### src/rtl/flash_seq_pkg.sv
package flash_seq_pkg;

  typedef enum logic [3:0] {
    ST_IDLE,
    ST_UNL1,
    ST_CMD,
    ST_PGM,
    ST_AUTO,
    ST_ER_U0,
    ST_ER_U1,
    ST_ER_CMD,
    ST_BUSY,
    ST_QUERY
  } seq_state_t;

  typedef enum logic [1:0] {
    RM_ARRAY  = 2'd0,
    RM_IDENT  = 2'd1,
    RM_QUERY  = 2'd2,
    RM_STATUS = 2'd3
  } read_mode_t;

  typedef enum logic [1:0] {
    OP_NONE = 2'd0,
    OP_PROG = 2'd1,
    OP_SECT = 2'd2,
    OP_CHIP = 2'd3
  } op_kind_t;

  localparam int unsigned NUM_OPS = 3;

  localparam logic [7:0] KEY_FIRST    = 8'hAA;
  localparam logic [7:0] KEY_SECOND   = 8'h55;
  localparam logic [7:0] CMD_QUERY    = 8'h98;
  localparam logic [7:0] CMD_ABORT    = 8'hF0;
  localparam logic [7:0] CMD_BYPASS   = 8'h20;
  localparam logic [7:0] CMD_ERSETUP  = 8'h80;
  localparam logic [7:0] CMD_IDENT    = 8'h90;
  localparam logic [7:0] CMD_PROGRAM  = 8'hA0;
  localparam logic [7:0] CMD_CHIP     = 8'h10;
  localparam logic [7:0] CMD_SECTOR   = 8'h30;
  localparam logic [7:0] CMD_BYP_EXIT = 8'h00;

endpackage

### src/rtl/flash_seq_match.sv
module flash_seq_match
  import flash_seq_pkg::*;
#(
  parameter int unsigned ADDR_W       = 12,
  parameter int unsigned UNLOCK_ADDR0 = 'h555,
  parameter int unsigned UNLOCK_ADDR1 = 'h2AA,
  parameter int unsigned QUERY_ADDR   = 'h055
) (
  input  logic [ADDR_W-1:0] addr,
  input  logic [7:0]        data,
  output logic              hit_ua0,
  output logic              hit_key1,
  output logic              hit_key2,
  output logic              hit_query,
  output logic              hit_abort
);

  localparam logic [ADDR_W-1:0] UA0 = ADDR_W'(UNLOCK_ADDR0);
  localparam logic [ADDR_W-1:0] UA1 = ADDR_W'(UNLOCK_ADDR1);
  localparam logic [ADDR_W-1:0] QA  = ADDR_W'(QUERY_ADDR);

  always_comb begin
    hit_ua0   = (addr == UA0);
    hit_key1  = hit_ua0 && (data == KEY_FIRST);
    hit_key2  = (addr == UA1) && (data == KEY_SECOND);
    hit_query = (addr == QA) && (data == CMD_QUERY);
    hit_abort = (data == CMD_ABORT);
  end

endmodule

### src/rtl/flash_seq_fsm.sv
module flash_seq_fsm
  import flash_seq_pkg::*;
(
  input  logic       clk,
  input  logic       rst_n,
  input  logic       wr_en,
  input  logic [7:0] wr_data,
  input  logic       op_done,
  input  logic       hit_ua0,
  input  logic       hit_key1,
  input  logic       hit_key2,
  input  logic       hit_query,
  input  logic       hit_abort,
  output seq_state_t state_q,
  output logic       bypass_q,
  output op_kind_t   launch
);

  seq_state_t state_d;
  logic       bypass_d;
  logic       state_en;

  always_comb begin
    state_d  = state_q;
    bypass_d = bypass_q;
    launch   = OP_NONE;
    if (state_q == ST_BUSY) begin
      if (op_done) begin
        state_d = bypass_q ? ST_CMD : ST_IDLE;
      end
    end else if (wr_en) begin
      if (hit_abort && state_q != ST_PGM) begin
        state_d  = ST_IDLE;
        bypass_d = 1'b0;
      end else begin
        // any path not listed falls back to idle and drops bypass
        state_d  = ST_IDLE;
        bypass_d = 1'b0;
        unique case (state_q)
          ST_IDLE: begin
            if (hit_query)     state_d = ST_QUERY;
            else if (hit_key1) state_d = ST_UNL1;
          end
          ST_UNL1: begin
            if (hit_key2) state_d = ST_CMD;
          end
          ST_CMD: begin
            if (bypass_q || hit_ua0) begin
              unique case (wr_data)
                CMD_BYPASS: begin
                  state_d  = ST_CMD;
                  bypass_d = 1'b1;
                end
                CMD_ERSETUP: begin
                  state_d  = ST_ER_U0;
                  bypass_d = bypass_q;
                end
                CMD_IDENT: begin
                  state_d  = ST_AUTO;
                  bypass_d = bypass_q;
                end
                CMD_PROGRAM: begin
                  state_d  = ST_PGM;
                  bypass_d = bypass_q;
                end
                default: ;
              endcase
            end
          end
          ST_PGM: begin
            state_d  = ST_BUSY;
            bypass_d = bypass_q;
            launch   = OP_PROG;
          end
          ST_AUTO: begin
            if (!(bypass_q && wr_data == CMD_BYP_EXIT) && hit_query) begin
              state_d  = ST_QUERY;
              bypass_d = bypass_q;
            end
          end
          ST_ER_U0: begin
            if (hit_key1) begin
              state_d  = ST_ER_U1;
              bypass_d = bypass_q;
            end
          end
          ST_ER_U1: begin
            if (hit_key2) begin
              state_d  = ST_ER_CMD;
              bypass_d = bypass_q;
            end
          end
          ST_ER_CMD: begin
            if (wr_data == CMD_CHIP && hit_ua0) begin
              state_d  = ST_BUSY;
              bypass_d = bypass_q;
              launch   = OP_CHIP;
            end else if (wr_data == CMD_SECTOR) begin
              state_d  = ST_BUSY;
              bypass_d = bypass_q;
              launch   = OP_SECT;
            end
          end
          default: ;
        endcase
      end
    end
  end

  assign state_en = wr_en || (state_q == ST_BUSY && op_done);

  always_ff @(posedge clk or negedge rst_n) begin
    if (!rst_n) begin
      state_q  <= ST_IDLE;
      bypass_q <= 1'b0;
    end else if (state_en) begin
      state_q  <= state_d;
      bypass_q <= bypass_d;
    end
  end

endmodule

### src/rtl/flash_seq_launch.sv
module flash_seq_launch
  import flash_seq_pkg::*;
#(
  parameter int unsigned ADDR_W = 12
) (
  input  logic                 clk,
  input  logic                 rst_n,
  input  op_kind_t             launch,
  input  logic [ADDR_W-1:0]    addr,
  input  logic [7:0]           data,
  output logic [NUM_OPS-1:0]   start_q,
  output logic [ADDR_W-1:0]    addr_q,
  output logic [7:0]           data_q
);

  logic capture;
  assign capture = (launch != OP_NONE);

  for (genvar k = 0; k < NUM_OPS; k++) begin : g_pulse
    logic fire;
    assign fire = (launch == op_kind_t'(k + 1));
    always_ff @(posedge clk or negedge rst_n) begin
      if (!rst_n) start_q[k] <= 1'b0;
      else        start_q[k] <= fire;
    end
  end

  always_ff @(posedge clk or negedge rst_n) begin
    if (!rst_n) begin
      addr_q <= '0;
      data_q <= '0;
    end else if (capture) begin
      addr_q <= addr;
      data_q <= data;
    end
  end

endmodule

### src/rtl/flash_cmd_seq.sv
module flash_cmd_seq
  import flash_seq_pkg::*;
#(
  parameter int unsigned ADDR_W       = 12,
  parameter int unsigned UNLOCK_ADDR0 = 'h555,
  parameter int unsigned UNLOCK_ADDR1 = 'h2AA,
  parameter int unsigned QUERY_ADDR   = 'h055
) (
  input  logic              clk,
  input  logic              rst_n,
  input  logic              wr_en,
  input  logic [ADDR_W-1:0] wr_addr,
  input  logic [7:0]        wr_data,
  input  logic              op_done,
  output logic              prog_start,
  output logic              sect_erase_start,
  output logic              chip_erase_start,
  output logic [ADDR_W-1:0] op_addr,
  output logic [7:0]        op_data,
  output logic              op_busy,
  output logic              bypass_on,
  output logic [1:0]        read_mode
);

  logic hit_ua0, hit_key1, hit_key2, hit_query, hit_abort;
  seq_state_t state_q;
  logic bypass_q;
  op_kind_t launch;
  logic [NUM_OPS-1:0] start_q;
  read_mode_t rm;

  flash_seq_match #(
    .ADDR_W(ADDR_W), .UNLOCK_ADDR0(UNLOCK_ADDR0),
    .UNLOCK_ADDR1(UNLOCK_ADDR1), .QUERY_ADDR(QUERY_ADDR)
  ) u_match (
    .addr(wr_addr), .data(wr_data),
    .hit_ua0(hit_ua0), .hit_key1(hit_key1), .hit_key2(hit_key2),
    .hit_query(hit_query), .hit_abort(hit_abort)
  );

  flash_seq_fsm u_fsm (
    .clk(clk), .rst_n(rst_n), .wr_en(wr_en), .wr_data(wr_data),
    .op_done(op_done), .hit_ua0(hit_ua0), .hit_key1(hit_key1),
    .hit_key2(hit_key2), .hit_query(hit_query), .hit_abort(hit_abort),
    .state_q(state_q), .bypass_q(bypass_q), .launch(launch)
  );

  flash_seq_launch #(.ADDR_W(ADDR_W)) u_launch (
    .clk(clk), .rst_n(rst_n), .launch(launch), .addr(wr_addr),
    .data(wr_data), .start_q(start_q), .addr_q(op_addr), .data_q(op_data)
  );

  always_comb begin
    unique case (state_q)
      ST_BUSY:  rm = RM_STATUS;
      ST_QUERY: rm = RM_QUERY;
      ST_AUTO:  rm = RM_IDENT;
      default:  rm = RM_ARRAY;
    endcase
  end

  assign prog_start       = start_q[int'(OP_PROG) - 1];
  assign sect_erase_start = start_q[int'(OP_SECT) - 1];
  assign chip_erase_start = start_q[int'(OP_CHIP) - 1];
  assign op_busy          = (state_q == ST_BUSY);
  assign bypass_on        = bypass_q;
  assign read_mode        = rm;

endmodule

### config.mk
export PLATFORM = sky130hd
export DESIGN_NAME = flash_cmd_seq
export DESIGN_NICKNAME = d
export VERILOG_FILES = /design/src/rtl/flash_seq_pkg.sv /design/src/rtl/flash_seq_match.sv /design/src/rtl/flash_seq_fsm.sv /design/src/rtl/flash_seq_launch.sv /design/src/rtl/flash_cmd_seq.sv
export SDC_FILE = /design/constraint.sdc
export NUM_CORES = 1
export LEC_CHECK = 0
export CAP_MARGIN = 20
export CORE_UTILIZATION = 50
export DETAILED_ROUTE_END_ITERATION = 6
export GPL_ROUTABILITY_DRIVEN = 1
export GPL_TIMING_DRIVEN = 0
export MAX_ROUTING_LAYER = met4
export PLACE_DENSITY = 0.84
export SLEW_MARGIN = 20
export SYNTH_ARGS = -nofsm -noshare
export SYNTH_HDL_FRONTEND = slang
export SYNTH_SLANG_ARGS = --single-unit
### constraint.sdc
create_clock -name clk -period 4.8 [get_ports clk]
set_input_delay 0.72 -clock clk [delete_from_list [all_inputs] [get_ports clk]]
set_output_delay 0.72 -clock clk [all_outputs]
set_load 0.02 [all_outputs]
# == Word-level counts from Yosys, hierarchy flattened ==
# Cells that the tools add are included.
# totals
elab_cells,92
reg_bits,28
out_inout_bits,27
in_bits,24
# op_classes
reduce_logical,18
bitwise,1
n_eq_ne,34
mux,32
# ops
cell,count
$eq A8 B8 Y1 const B,6
$mux W4,9
$pmux W4 S8,1
$eq A4 B3 Y1 const B,4
$eq A8 B6 Y1 const B,2
$ne A3 B2 Y1 const B,5
$mux W2,7
$eq A12 B10 Y1 const B,1
$eq A12 B11 Y1 const B,1
$eq A12 B7 Y1 const B,1
$pmux W3 S4,1
$reduce_and A10 Y1,1
$eq A4 B2 Y1 const B,2
$eq A4 B4 Y1 const B,2
$eq A8 B5 Y1 const B,1
$eq A8 B7 Y1 const B,1
$logic_and A1 B1 Y1,8
$logic_not A8 Y1,1
$mux W1,8
$mux W3,2
$pmux W1 S6,1
$pmux W2 S3,1
$eq A2 B2 Y1 const B,2
$eq A4 B1 Y1 const B,1
14 further kinds,16

# == Longest topological paths before layout ==
# Gate-level depths: netlist of the first run.
# depth
word_depth,9
depth_mapped,8
mapped_depth_nobuf,6

# == Cells and area by module ==
# From an unflattened synthesis of the first run, not the netlist that was laid out.
# hier_totals
hier_cells,155
hier_area_um2,1752.9
# modules_own_cells
mod,seq_area_each_um2,instances,cells_per_inst,area_per_inst_um2
flash_seq_launch,575.6,1,49,929.6
flash_seq_fsm,125.1,1,78,619.3
flash_seq_match,0.0,1,23,175.2
flash_cmd_seq,0.0,1,5,28.8

# == Least setup slack after synthesis of the first run ==
# No wires, ideal clock.
# synth_path
kind,input-to-reg
startpoint,input port wr_data[1]
endpoint,register u_launch.addr_q[0]
path_buffers,1
slack_ns,2.407
stages,6
required_ns,4.675
arrival_ns,2.268
setup_time_ns,0.125
path_cell_list,or4_4 nor3_1 nand4_1 nand2_2 buf_6 mux2_4
# synth_between
elab_chain_cells,8
elab_cells_between_ends,12
classes_between,3 x eq/ne; 6 x mux; 3 x reduce/logical
# synth_lines
element,line,source
start: declaration,flash_cmd_seq.sv:13,"input logic [7:0] wr_data,"
$eq A8 B6 Y1 or $eq A8 B5 Y1 (tied branches),"flash_seq_fsm.sv:98, flash_seq_fsm.sv:94",
$mux W2 or $logic_and A1 B1 Y1 (tied branches),"flash_seq_fsm.sv:98, flash_seq_fsm.sv:94",
$mux W2,flash_seq_fsm.sv:94,if (wr_data == CMD_CHIP && hit_ua0) begin
$pmux W2 S2,flash_seq_fsm.sv:39,unique case (state_q)
$mux W2 (*),flash_seq_fsm.sv:32,if (hit_abort && state_q != ST_PGM) begin
$mux W2 (*),flash_seq_fsm.sv:31,end else if (wr_en) begin
$mux W2 (*),flash_seq_fsm.sv:27,if (state_q == ST_BUSY) begin
$reduce_bool A2 Y1 (*),flash_seq_launch.sv:17,assign capture = (launch != OP_NONE);
end signal: assignment,flash_seq_launch.sv:33,addr_q <= addr;
end: declaration,flash_seq_launch.sv:12,"output logic [ADDR_W-1:0] addr_q,"
# Mark *: on every way between the ends. The rest lies on a longest branch, timed or not.
# A chain may end at the register's enable or synchronous reset.

# == Worst setup path in the final report of the first run ==
# layout_path
startpoint,input port wr_data[1]
endpoint,register u_launch.data_q[3]
# layout_between
elab_chain_cells,8
elab_cells_between_ends,12
classes_between,3 x eq/ne; 6 x mux; 3 x reduce/logical
# layout_lines
element,line,source
$eq A8 B6 Y1 or $eq A8 B5 Y1 (tied branches),"flash_seq_fsm.sv:98, flash_seq_fsm.sv:94",
$mux W2 or $logic_and A1 B1 Y1 (tied branches),"flash_seq_fsm.sv:98, flash_seq_fsm.sv:94",
$mux W2,flash_seq_fsm.sv:94,
$pmux W2 S2,flash_seq_fsm.sv:39,
$mux W2 (*),flash_seq_fsm.sv:32,
$mux W2 (*),flash_seq_fsm.sv:31,
$mux W2 (*),flash_seq_fsm.sv:27,
$reduce_bool A2 Y1 (*),flash_seq_launch.sv:17,
end signal: assignment,flash_seq_launch.sv:34,data_q <= data;
end: declaration,flash_seq_launch.sv:13,output logic [7:0] data_q
# Marked as above.

==> flow_summary.yaml, run 1 <==
floorplan:
  core_um2: 3130
  initial_core_util_pct: 53.8
  die_w_um: 60.0
  ios: 51
  rows: 20
  die_area_um2: 3600
  die_y_um: 60.0
critical_path:
  cp.required_ns: 5.03
  reg2reg_from: "u_fsm.state_q[1]"
  path_class: "in2reg"
  rr_worst_depth: 8
  arrival_ns: 3.06
  setup.reg_to_reg.worst_slack_ns: 2.59
  cp-end-kind: "flip-flop"
  startpoint: "wr_data[1]"
  critPathMaxFanout: 10
  cp-start-kind: "primary input"
clock_network:
  cts-buffers-inserted: 3
  clock-sinks: 28
  clock_path_buffers: 2
  ctsResizeCount: 0
  cts-root-buf: "clkbuf_4"
  cts_hold_buf: 0
  clk_latency_ns: 0.34
  cts_setup_buffers: 0
  htree_levels: 1
  cts_tree: "built"
  path_clk_slew_ns: 0.15
sta:
  finalWorstPathRequiredPeriod_ns: 2.84
  tightest_slew_ns: 0.626
  rsz0062_at_grt: "false"
  skew_ns: 0.00939
  fin_tns_setup_ns: 0
  max_slew_margin_pct: 58.3
  fmax_ghz: 0.353
  finalHoldViolCount: 0
  post-route-period-util_pct: 59.1
  setup_violations: 0
  layout_setup_ws_ns: 1.97
  drv_slew: 0
power_and_ir_drop:
  vdd_drop_max_v: 0.000158
  p_per_area_nw_per_um2: 192
  power_frac_comb_pct: 19.9
  static-leakage-power_nw: 0.910
  power_uw: 432
  clock_power_share_pct: 22.8
  p_seq_share_pct: 57.3
  p_sw_uw: 116
  p_sw_share_pct: 26.7
  power.internal_uw: 317
logic_synthesis:
  ys_warn_count: 0
  synth_nets: 173
  syn_area_per_cell_um2: 11.3
  synth_edf_count: 0
  ys_seq_area_share_pct: 41.6
  synth-seq-cells: 28
  yosysUniqueCellTypes: 48
  ys.flop_type: "dfrtp_1"
  synth_cells: 149
  async_flop_share_pct: 100
  netlist_area_um2: 1680
drt:
  vias: 1483
  drc: 0
  wl_per_cell_um: 18.8
  drt_first_iter_violations: 89
  drtAntennaViolNets: 0
  wl_um: 4600
  viasPerCell: 6.05
  firstDrtPassIters: 5
placed_design:
  dp_slack_ns: 1.64
  place_hpwl_um: 3550
  dp_cells: 242
  gp_congestion: 0.847
  portBuffers: 49
global_route:
  grt_max_degree: 29
  grt_pass1_wl_um: 7420
  grt_remaining_overflow: 0
  grt_use_total_pct: 29.1
  grt_antenna_before_repair: 0
  grt_pass1_vias: 1554
layout:
  nets: 227
  n_antenna_cell: 0
  finalNonFillerCells: 245
  area_growth_pct: 33.4
  drive_gt1_share_pct: 17.4
  postLayoutCoreUtil_pct: 71.8
run:
  maxCapViolCount: 0
min_path:
  min_path_type: "in2async"
run_status:
  status: "completed"
-- cell type report --
type / instances / area [um2]
multi-input combinational: 110 / 926
clock buffer: 3 / 22.5
sequential: 28 / 701
timing repair buffer: 49 / 485
tap: 44 / 55.1
inverter: 6 / 22.5
fill: 223 / 881
buffer: 5 / 35.0
-- routing by layer --
layer / vias to the layer above / share of wire (%) / GRT usage, %
li1: 680 / - / -
met1: 711 / 42 / 35.7
met2: 77 / 50 / 49.4
met3: 15 / 4.8 / 3.03
met4: 0 / 2.6 / 11.0
met5: - / 0 / -
-- final timing paths --
path | end
max in group asynchronous | u_launch.data_q[4]
setup reg to reg | u_launch.data_q[3]
hold / removal | u_fsm.state_q[1]
setup / recovery | u_launch.data_q[3]
hold reg to reg | u_launch.data_q[2]
min in group clk | u_launch.data_q[2]
-- power groups by stage --
stage	Combinational (mW)	Sequential [mW]	Clock [mW]
after floorplan	0.0255	0.261	0
after global placement	0.0836	0.252	0
after detailed placement	0.0852	0.252	0
after CTS	0.0857	0.248	0.100
after global routing	0.0918	0.249	0.106
final	0.0860	0.248	0.0985
-- cells in the mapped netlist (2+ instances only) --
cell type  number  share of area (%)
and3b_1         2                1.0
nor2b_1         3                1.1
or4bb_1         2                1.3
nand4_1         6                2.2
inv_1           6                1.3
nor4b_2         2                1.8
nand2b_1        2               0.74
and4_1          2                1.0
nor3b_1         2               0.89
nor3_1          5                1.5
dfrtp_1        28                 42
or4_1           5                2.2
buf_6           2                1.3
nor2_1         10                2.2
clkbuf_1        2               0.45
and3_1          3                1.1
a41o_1          2                1.2
o22ai_1         3                1.1
and2_1          2               0.74
nand2_1        10                2.2
mux2_4         20                 18
a31oi_1         4                1.5
-- layout by cell type, fill, tap and decap left out, types with 3 or more instances in the layout --
cell / netlist / routed
clkbuf_4: 0 / 3
nor3_1: 5 / 5
mux2_4: 20 / 20
clkdlybuf4s50_1: 0 / 48
and3_1: 3 / 3
o22ai_1: 3 / 3
a31oi_1: 4 / 4
nor2_1: 10 / 10
nand2_1: 10 / 10
dfrtp_1: 28 / 28
nor2b_1: 3 / 3
nand4_1: 6 / 6
or4_1: 5 / 5
inv_1: 6 / 6
-- cell families after synthesis --
family | share of synthesized area, %
compound gates | 10.5
xor+xnor | 0.520
buf+inv | 3.42
flops | 41.6
mux | 18.5
simple gates | 25.5
-- sequential cells by signal, summed over array words and instances (netlist names) --
signal and flops:
u_fsm.bypass_q 1, u_fsm.state_q 4, u_launch.addr_q 12, u_launch.data_q 8, u_launch.start_q 3
-- critical path: stages --
cell             delay [ns]
clkdlybuf4s50_1        0.50
or4_4                  0.61
nor3_1                 0.30
nand4_1                0.26
nand2_2                0.17
buf_6                  0.19
mux2_4                 0.32
-- metrics by stage --
step | hold WS, ns | cell area [um2]
3_5_place_dp | 0.498 | 2220
3_3_place_gp | 0.493 | 2230
5_1_grt | 0.410 | 2250
4_1_cts | 0.392 | 2250
6_report | 0.375 | 2250
2_1_floorplan | 0.424 | 1680
Note: power is estimated with default switching activity, not from simulation.
==> run 2: changes to the inputs <==
--- a/config.mk
+++ b/config.mk
@@ -6,12 +6,12 @@
 export NUM_CORES = 1
 export LEC_CHECK = 0
 export CAP_MARGIN = 20
-export CORE_UTILIZATION = 50
+export CORE_UTILIZATION = 47
 export DETAILED_ROUTE_END_ITERATION = 6
 export GPL_ROUTABILITY_DRIVEN = 1
 export GPL_TIMING_DRIVEN = 0
 export MAX_ROUTING_LAYER = met4
-export PLACE_DENSITY = 0.84
+export PLACE_DENSITY = 0.8
 export SLEW_MARGIN = 20
 export SYNTH_ARGS = -nofsm -noshare
 export SYNTH_HDL_FRONTEND = slang
==> constraint.sdc (replaced) <==
create_clock -name clk -period 2.65 [get_ports clk]
set_input_delay 0.3975 -clock clk [delete_from_list [all_inputs] [get_ports clk]]
set_output_delay 0.3975 -clock clk [all_outputs]
set_load 0.02 [all_outputs]
==> run 2 against run 1 <==
  * First-iteration DRC count is 71% higher
  * Largest cell class unchanged
  * Largest power group unchanged
  * Global-route usage is 3.7 points lower
  * Hold slack worse by 0.33 ns
  * Non-clock buffer count stayed put
==> flow_summary.yaml, run 2 (same netlist as run 1, synthesis figures left out) <==
run_status:
  status: "completed"
drt:
  firstDrtPassIters: 4
  drc: 0
  vias: 1467
  viasPerCell: 5.92
  drt_first_iter_violations: 152
  wl_um: 4410
  drtAntennaViolNets: 0
  wl_per_cell_um: 17.8
critical_path:
  arrival_ns: 2.11
  setup.reg_to_reg.worst_slack_ns: 0.43
  path_class: "reg2out"
  critPathCapture: "op_busy"
  cp.required_ns: 2.25
  startpoint: "u_fsm.state_q[1]"
  cp-start-kind: "flip-flop"
  r2r-end: "u_fsm.bypass_q"
  rr_worst_depth: 6
  cp-end-kind: "output pin"
  critPathMaxFanout: 9
  reg2reg_from: "u_fsm.state_q[0]"
floorplan:
  die_w_um: 61.9
  ios: 51
  core_um2: 3390
  rows: 21
  die_y_um: 61.9
  initial_core_util_pct: 49.7
  die_area_um2: 3830
layout:
  final_area_um2: 2270
  largest_reg_flops: 12
  n_antenna_cell: 0
  final_common_cell: "clkdlybuf4s50_1"
  final_cell_mix: "clkdlybuf4s50_1 (48), dfrtp_1 (28), mux2_4 (20)"
  register_area_um2: 701
  top_register: "u_launch.addr_q"
  reg.largest.list: "u_launch.addr_q (12), u_launch.data_q (8), u_fsm.state_q (4)"
  nets: 227
  area_growth_pct: 34.7
  drive_gt1_share_pct: 18.3
  multiInputGateArea_um2: 931
  nFillCells: 253
sta:
  rsz0062_at_grt: "false"
  post-route-period-util_pct: 94.8
  drv_slew: 0
  max_slew_margin_pct: 58.8
  holdWs_ns: 0.0477
  fin_tns_setup_ns: 0
  setup_violations: 0
  finalHoldViolCount: 0
  skew_ns: 0.00521
  layout_setup_ws_ns: 0.139
  tightest_slew_ns: 0.618
  finalWorstPathRequiredPeriod_ns: 2.51
  fmax_ghz: 0.398
clock_network:
  ctsResizeCount: 0
  clock_path_buffers: 2
  cts_setup_buffers: 0
  clk_latency_ns: 0.33
  cts-buffers-inserted: 3
  path_clk_slew_ns: 0.15
  clock-sinks: 28
  htree_levels: 1
  cts_hold_buf: 0
  cts_tree: "built"
  cts-root-buf: "clkbuf_4"
global_route:
  grt_remaining_overflow: 0
  grt_max_degree: 29
  grt_pass1_wl_um: 6770
  grt_antenna_before_repair: 0
  grt_pass1_vias: 1412
  grt_use_total_pct: 25.4
placed_design:
  place_hpwl_um: 3270
  portBuffers: 49
  dp_slack_ns: -0.211
  gp_congestion: 0.875
  place_area_um2: 2230
power_and_ir_drop:
  vdd_drop_max_v: 0.000266
  power_uw: 813
  static-leakage-power_nw: 0.918
  p_per_area_nw_per_um2: 359
run:
  maxCapViolCount: 0
min_path:
  min_path_type: "in2async"
## run 2: changes by cell type in the layout (fill, tap and decap cells not counted)
cell,before,now
clkbuf_8,0,1
nor3_2,0,1
nor3_1,5,4
## run 2: area by class of cell
| cell class | instances | area share, % |
|---|---|---|
| Multi-Input combinational cell | 110 | 41.0 |
| Sequential cell | 28 | 30.9 |
| Timing Repair Buffer | 49 | 21.4 |
| Tap cell | 46 | 2.54 |
| Clock buffer | 4 | 1.60 |
| Buffer | 5 | 1.54 |
| Inverter | 6 | 0.993 |
## run 2: per-layer routing
layer	vias to the layer above	GRT usage [%]	part of all wire [%]
met1	694	33.9	45
li1	680	-	-
met3	9	3.31	5.9
met2	84	39.8	47
met4	0	8.57	1.7
met5	-	-	0
## run 2: metrics by stage
step | std cells | utilization (%)
after CTS | 248 | 66.8
final | 248 | 66.9
after global routing | 248 | 66.9
after detailed placement | 244 | 65.7
after floorplan | 149 | -
after global placement | 244 | 65.9
## run 2: how the worst min path moves through the flow
stage,from,to,slack [ns],cells past startpoint
after floorplan,rst_n,u_fsm.bypass_q,0.10,0
after global routing,rst_n,u_fsm.bypass_q,0.09,1
after global placement,u_launch.data_q[2],u_launch.data_q[2],0.49,1
after CTS,rst_n,u_fsm.bypass_q,0.07,1
after detailed placement,rst_n,u_fsm.state_q[0],0.45,1
final,rst_n,u_fsm.bypass_q,0.05,1
## run 2: critical path: stages (launching register included)
cell	delay [ns]
dfrtp_1	0.39
clkbuf_1	0.24
nor4b_2	0.47
clkdlybuf4s50_1	0.68
## run 2: where the power goes
group / switching [mW] / total (mW) / internal (mW)
sequential: 0.00771 / 0.449 / 0.441
clock: 0.126 / 0.210 / 0.0843
combinational: 0.0751 / 0.154 / 0.0791
total: 0.209 / 0.813 / 0.605
==> run 3: changes to the inputs <==
--- a/config.mk
+++ b/config.mk
@@ -7,6 +7,7 @@
 export LEC_CHECK = 0
 export CAP_MARGIN = 20
 export CORE_UTILIZATION = 47
+export CTS_CLUSTER_SIZE = 28
 export DETAILED_ROUTE_END_ITERATION = 6
 export GPL_ROUTABILITY_DRIVEN = 1
 export GPL_TIMING_DRIVEN = 0
==> results of run 3 <==
Final layout, timing and power as in run 2 (identical DEF).
